### config.mk
export PLATFORM = sky130hd
export DESIGN_NAME = irq_prioritizer
export DESIGN_NICKNAME = d
export VERILOG_FILES = /design/src/rtl/irq_prioritizer.sv
export SDC_FILE = /design/constraint.sdc
export NUM_CORES = 1
export LEC_CHECK = 0
export CORE_MARGIN = 2
export CORE_UTILIZATION = 42
export CTS_CLUSTER_DIAMETER = 60
export CTS_CLUSTER_SIZE = 25
export DETAILED_ROUTE_END_ITERATION = 8
export GPL_TIMING_DRIVEN = 0
export PLACE_DENSITY_LB_ADDON = 0.12
export SLEW_MARGIN = 10
export SYNTH_ARGS = -nofsm -noshare
export SYNTH_HDL_FRONTEND = slang
export SYNTH_SLANG_ARGS = --single-unit
export TNS_END_PERCENT = 100
### constraint.sdc
create_clock -name clk -period 2.15 [get_ports clk]
set_input_delay 0.3225 -clock clk [delete_from_list [all_inputs] [get_ports clk]]
set_output_delay 0.3225 -clock clk [all_outputs]
set_load 0.02 [all_outputs]
### src/rtl/irq_prioritizer.sv
module irq_prioritizer #(
  parameter int          NMI_N   = 4,
  parameter int          MSK_N   = 15,
  parameter int          SEL_W   = 4,
  parameter logic [15:0] VEC_TOP = 16'hFFFC
) (
  input  logic             clk,
  input  logic             rst_n,
  input  logic             irq_n,
  input  logic             xirq_n,
  input  logic [NMI_N-1:0] nmi_req,
  input  logic [MSK_N-2:0] msk_req,
  input  logic             i_mask,
  input  logic             accept,
  input  logic             x_wr,
  input  logic             x_val,
  input  logic             cfg_we,
  input  logic             cfg_edge,
  input  logic             prio_we,
  input  logic [SEL_W-1:0] prio_sel,
  output logic             take,
  output logic [15:0]      vector,
  output logic             x_mask
);
  localparam logic [15:0] XVEC  = VEC_TOP - 16'(2 * NMI_N);
  localparam logic [15:0] MVEC0 = XVEC - 16'd2;

  logic             s1, s2, s3;
  logic             edge_q, edge_pend, x_q;
  logic [SEL_W-1:0] prio_q;
  logic             pin_req, fall, win, pin_win;
  logic [MSK_N-1:0] mreq;

  assign fall    = s3 & ~s2;
  assign pin_req = edge_q ? edge_pend : ~s2;
  assign mreq    = {msk_req, pin_req};
  assign x_mask  = x_q;
  assign take    = accept & win;

  always_comb begin
    win     = 1'b0;
    pin_win = 1'b0;
    vector  = 16'h0000;
    if (!i_mask) begin
      for (int k = MSK_N - 1; k >= 0; k--) begin
        if (mreq[k]) begin
          win     = 1'b1;
          vector  = MVEC0 - 16'(2 * k);
          pin_win = (k == 0);
        end
      end
      for (int k = 0; k < MSK_N; k++) begin
        if (prio_q == SEL_W'(k) && mreq[k]) begin
          vector  = MVEC0 - 16'(2 * k);
          pin_win = (k == 0);
        end
      end
    end
    if (!xirq_n && !x_q) begin
      win     = 1'b1;
      vector  = XVEC;
      pin_win = 1'b0;
    end
    for (int j = NMI_N - 1; j >= 0; j--) begin
      if (nmi_req[j]) begin
        win     = 1'b1;
        vector  = VEC_TOP - 16'(2 * j);
        pin_win = 1'b0;
      end
    end
  end

  always_ff @(posedge clk or negedge rst_n) begin
    if (!rst_n) begin
      s1 <= 1'b1;
      s2 <= 1'b1;
      s3 <= 1'b1;
    end else begin
      s1 <= irq_n;
      s2 <= s1;
      s3 <= s2;
    end
  end

  always_ff @(posedge clk or negedge rst_n) begin
    if (!rst_n)              edge_pend <= 1'b0;
    else if (!edge_q)        edge_pend <= 1'b0;
    else if (fall)           edge_pend <= 1'b1;
    else if (take && pin_win) edge_pend <= 1'b0;
  end

  always_ff @(posedge clk or negedge rst_n) begin
    if (!rst_n) begin
      x_q    <= 1'b1;
      edge_q <= 1'b0;
      prio_q <= '0;
    end else begin
      if (x_wr && !x_val)     x_q    <= 1'b0;
      if (cfg_we)             edge_q <= cfg_edge;
      if (prio_we && i_mask)  prio_q <= prio_sel;
    end
  end
endmodule


* Yosys cells after proc, flatten, opt, wreduce, memory -nomap -nowiden
Index checks and enable logic that the tools add are counted.
Storage, ports and cells: register bits 10, bits of input ports 33, output and inout bits 18, logic and storage cells 131
Cells by class: equal/unequal tests 15, mux-type cells 83, bitwise gates (word level) 3, reduce and logical (&&, ||, !) cells 23
Operator list (number):
- 16-bit 2-to-1 mux | 36
- 1-bit 2-to-1 mux | 47
- 4-bit equality test, second input constant | 7
- 1-bit logical AND | 19
- 4-bit by 3-bit equality test with 1-bit output, second input constant | 4
- 4-bit by 2-bit equality test with 1-bit output, second input constant | 2
- 4-bit by 1-bit equality test with 1-bit output, second input constant | 1
- 4-bit zero test | 1
- 1-bit zero test | 3
- 3-bit by 1-bit != test with 1-bit output, second input constant | 1
- 1-bit AND | 2
- 1-bit NOT | 1

* Depth between registers and ports, before layout
Gate-level depths: netlist (run 1).
depth in word-level cells 36, depth in mapped cells 7, mapped depth without buffers 5

* Worst setup path before layout (run 1)
OpenSTA, ideal clock, no wires.
kind register to output, start reg edge_q, end out vector[10], arrival 2.128 ns, required time 1.827 ns, path slack -0.300 ns, cell stages (with the launch flop) 6, path buffers 1, cell sequence dfrtp_1 > nor2b_1 > o21bai_1 > nor4_1 > o21ai_0 > buf_4
On the way: cells in the longest elaborated chain, start to end 23, elaborated cells on any way between the ends 24, those cells by class mux: 23; reduce/logical: 1
Ends and longest elaborated chain:
- from (decl) | line 29 | logic edge_q, edge_pend, x_q;
- from (signal assigned) | line 99 | if (cfg_we) edge_q <= cfg_edge;
- 1-bit 2-to-1 mux * | line 35 | assign pin_req = edge_q ? edge_pend : ~s2;
- 16-bit 2-to-1 mux / 1-bit logical AND (equally long branches) | line 46, 53
- 16-bit 2-to-1 mux * (15 in a row) | line 53 | if (prio_q == SEL_W'(k) && mreq[k]) begin
- 16-bit 2-to-1 mux * | line 44 | if (!i_mask) begin
- 16-bit 2-to-1 mux * | line 59 | if (!xirq_n && !x_q) begin
- 16-bit 2-to-1 mux * (4 in a row) | line 65 | if (nmi_req[j]) begin
- to (decl) | line 22 | output logic [15:0] vector,
Every way passes the cells marked *; elsewhere a longest branch is shown, timed or not.

* Worst setup path after layout (run 1)
start reg prio_q[0], end out vector[4]
On the way: cells in the longest elaborated chain, start to end 23, elaborated cells on any way between the ends 51, those cells by class eq/ne: 14; mux: 21; reduce/logical: 16
Ends and longest elaborated chain:
- from (decl) | line 30 | logic [SEL_W-1:0] prio_q;
- from (signal assigned) | line 100 | if (prio_we && i_mask) prio_q <= prio_sel;
- 4-bit zero test | line 53
- 1-bit logical AND | line 53
- 16-bit 2-to-1 mux (14 in a row) | line 53
- 16-bit 2-to-1 mux * | line 53
- 16-bit 2-to-1 mux * | line 44
- 16-bit 2-to-1 mux * | line 59
- 16-bit 2-to-1 mux * (4 in a row) | line 65
Marked as above.

==> impl_metrics.csv, run 1 <==
group,metric,value,unit
job,max_cap_viol_count,0,
routing,dr.pass1.iters,4,
power_and_ir_drop,finalPower,0.869,mW
setup_path,worstPathRequired,1.83,ns
sta,timing.max_slew.rel_slack,53.7,%
setup_path,regToRegSetupSlack,0.52,ns
clock_tree,clkTransAtPathRegs,0.06,ns
power_and_ir_drop,net-switching-power,0.305,mW
setup_path,crit_path_start_kind,"flip-flop",
yosys,yosysSeqAreaShare,22.3,%
yosys,synth_top_flop_cell,"sky130_fd_sc_hd__dfrtp_1",
power_and_ir_drop,leakage,0.879,nW
routing,routed_wl,3.89,mm
floorplan,floorplan.die_area,3150,um2
floorplan,number_of_rows_created_at_floorplan,18,
routing,ant_nets,0,
power_and_ir_drop,power-per-cell-area,416,nW/um2
power_and_ir_drop,power_frac_seq,25.6,%
setup_path,capturing_element_type_of_the_critical_path,"output pin",
yosys,ys.warnings.count,0,
power_and_ir_drop,vdd.ir_drop.worst,0.483,mV
sta,fin_crit,2.36,ns
floorplan,die_y,56.2,um
power_and_ir_drop,share_clk_of_total_power,19.0,%
floorplan,io_pins,51,
yosys,synth_most_common_cell,"sky130_fd_sc_hd__nor2_1",
routing,drc_errors_left,0,
cells_and_area,final_nets,246,
setup_path,reg2regPathDepth,6,
global_route,grt_first_pass_wirelength,6.23,mm
run_status,violated_checks,"negative setup slack",
floorplan,initial_utilization,45.3,%
yosys,synth.cells.most_frequent,"sky130_fd_sc_hd__nor2_1 (17), sky130_fd_sc_hd__buf_4 (10), sky130_fd_sc_hd__nand2_1 (8)",
setup_path,r2r_end,"edge_pend",
run_status,run_status,"finished, violations left",
clock_tree,root_buffer,"sky130_fd_sc_hd__clkbuf_4",
hold_path,worstHoldPathType,"primary input to async pin",
sta,finalSetupViolCount,14,
clock_tree,cts.sink_count,10,
routing,drt_iter0_markers,30,
clock_tree,htree_levels,1,
cells_and_area,fraction_of_final_layout_cells_with_drive_strength_greater_than_1,50.9,%
clock_tree,cts-buffers-inserted,3,
yosys,post-synth-top-area-cell,"sky130_fd_sc_hd__dfrtp_1",
cells_and_area,antenna_cells_inserted,0,
cells_and_area,layoutNonFillerInstCount,242,
place,hpwlAfterDp,2.70,mm
global_route,grtUsageTotal,24.7,%
sta,worst-slew-pin-transition,0.695,ns
clock_tree,clock_latency,0.27,ns
routing,route.detailed.vias_per_inst,5.78,
routing,via_count,1399,
sta,post-route-worst-setup-slack,-0.205,ns
sta,post-route-period-util,110,%
cells_and_area,fillerInstances,147,
place,gp_congestion,0.887,
yosys,avgSynthCellArea,8.10,um2
routing,wl_per_cell,16.1,um
sta,final_worst_clock_skew,0.00200,ns
setup_path,timing.rr.start,"x_mask",
sta,hold_viol_final,0,
yosys,synth.distinct_cells,49,
clock_tree,post_cts_hold_buffer_count,0,
power_and_ir_drop,internal_power,0.563,mW
sta,peak_clock_frequency_supported_by_timing,0.425,GHz
clock_tree,cts_buffer_depth,2,
sta,rsz0062_at_grt,"true",
yosys,synthesis.area,1140,um2
global_route,grt_overflow,0,
yosys,async_reset_ff_share,100,%
yosys,synth_enable_flop_cells,0,
place,placement.io_buffers,48,
floorplan,design.core.area,2520,um2
floorplan,die_x,56.2,um
yosys,postSynthNetCount,174,
global_route,vias_in_the_first_global_route,1382,
yosys,synth_seq_cells,10,
sta,drv_slew,0,
power_and_ir_drop,switching_share,35.1,%
setup_path,critPathMaxFanout,6,
global_route,antenna_found_initial,0,
cells_and_area,syn2layout_area_growth,82.8,%
place,numPlacedInstances,219,
clock_tree,cts_tree,"done",
global_route,grt_start_max_net_pins,12,
setup_path,crit_arrival,2.03,ns
yosys,synth_largest_type_area_fraction,13.1,%
setup_path,timing.setup.critical_path_class,"flip-flop to output pin",
sta,hold_slack,0.347,ns
yosys,post_synth_inst_count,141,
power_and_ir_drop,share_comb_of_total_power,55.3,%
yosys,synth.top_cells.by_area,"sky130_fd_sc_hd__dfrtp_1 (13%), sky130_fd_sc_hd__dfstp_2 (9.2%), sky130_fd_sc_hd__mux2_2 (6.9%), sky130_fd_sc_hd__buf_4 (6.6%), sky130_fd_sc_hd__nor2_1 (5.6%)",
==> metal layers <==
layer | part of all wire, % | track usage, % | vias to the layer above
met4 | 2.5 | 10.9 | 0
met5 | 0 | 0 | -
met1 | 41 | 30.4 | 643
li1 | - | - | 669
met3 | 6.9 | 4.65 | 15
met2 | 50 | 41.5 | 72
==> worst max-delay path, cell delays in order (launching register included) <==
cell	delay, ns
sky130_fd_sc_hd__dfrtp_1	0.39
sky130_fd_sc_hd__buf_6	0.14
sky130_fd_sc_hd__mux2_4	0.30
sky130_fd_sc_hd__a32o_2	0.27
sky130_fd_sc_hd__or3_4	0.36
sky130_fd_sc_hd__o221ai_2	0.13
sky130_fd_sc_hd__buf_4	0.17
==> worst max-delay path by stage <==
stage,start,to,cells after the start
final,prio_q[0],vector[4],6
after global routing,prio_q[3],vector[4],6
after CTS,prio_q[0],vector[4],6
after detailed placement,msk_req[3],vector[15],7
after global placement,msk_req[3],vector[10],7
after floorplan,prio_q[0],vector[2],5
==> placed cells by master (no fill, tap or decap), types with 4 or more instances in the layout <==
cell / instances
sky130_fd_sc_hd__buf_6: 19
sky130_fd_sc_hd__o21ai_0: 5
sky130_fd_sc_hd__clkdlybuf4s50_1: 18
sky130_fd_sc_hd__dfrtp_1: 5
sky130_fd_sc_hd__nand2_1: 6
sky130_fd_sc_hd__mux2_2: 6
sky130_fd_sc_hd__nor2_1: 16
sky130_fd_sc_hd__dfstp_2: 4
sky130_fd_sc_hd__buf_2: 4
sky130_fd_sc_hd__dlygate4sd2_1: 7
sky130_fd_sc_hd__buf_4: 27
==> what timing repair did <==
| item | CTS | global route |
|---|---|---|
| cloned | 1 | 0 |
| setup endpoints to repair | 16 | 16 |
| gates resized for setup | 151 | 31 |
| endpoints found under the hold margin | 0 | 0 |
| pin swaps | 18 | 7 |
| buffers inserted | 15 | 3 |
==> cell type report <==
cell class	instances	area [um2]	area share (%)
Inverter	3	11.3	0.539
Sequential cell	10	256	12.3
Tap cell	30	37.5	1.80
Clock buffer	4	36.3	1.74
Buffer	16	150	7.19
Multi-Input combinational cell	113	1000	48.1
Timing Repair Buffer	66	593	28.4
==> kinds of logic (layout without fill, tap and decap cells) <==
group	Yosys count	after routing	share of synthesized area [%]
other cells	1	1	0.328
buf+inv	19	89	10.5
flops	10	10	22.3
simple gates	63	63	31.1
compound gates	35	36	22.7
mux	13	13	13.0
==> power by group through the flow <==
stage	combinational [mW]	clock [mW]	sequential (mW)
floorplan	0.207	0	0.222
global placement	0.333	0	0.226
detailed placement	0.337	0	0.227
CTS	0.421	0.173	0.222
global route	0.514	0.182	0.225
finish	0.481	0.165	0.223
==> flip-flops by register name, indices dropped and copies added (netlist names) <==
signal     cells
s3             1
s2             1
prio_q         4
edge_pend      1
s1             1
x_mask         1
edge_q         1
==> per-stage QoR <==
| stage | cell area [um2] | util (%) | worst slack (ns) | setup TNS, ns |
|---|---|---|---|---|
| 2_1_floorplan | 1160 | - | 0.0462 | 0 |
| 3_3_place_gp | 1680 | 66.4 | -0.988 | -13.71 |
| 3_5_place_dp | 1680 | 66.4 | -1.06 | -14.43 |
| 4_1_cts | 1980 | 78.5 | -0.226 | -1.14 |
| 5_1_grt | 2090 | 82.8 | -0.279 | -2.22 |
| 6_report | 2090 | 82.8 | -0.205 | -0.952 |
Note: power is estimated with default switching activity, not from simulation.
==> run 2, diff against run 1 <==
--- a/config.mk
+++ b/config.mk
@@ -8,7 +8,7 @@
 export CORE_MARGIN = 2
 export CORE_UTILIZATION = 42
 export CTS_CLUSTER_DIAMETER = 60
-export CTS_CLUSTER_SIZE = 25
+export CTS_CLUSTER_SIZE = 12
 export DETAILED_ROUTE_END_ITERATION = 8
 export GPL_TIMING_DRIVEN = 0
 export PLACE_DENSITY_LB_ADDON = 0.12
==> results of run 2 <==
Same layout as run 1: the final DEF is identical, and so are final timing and power.
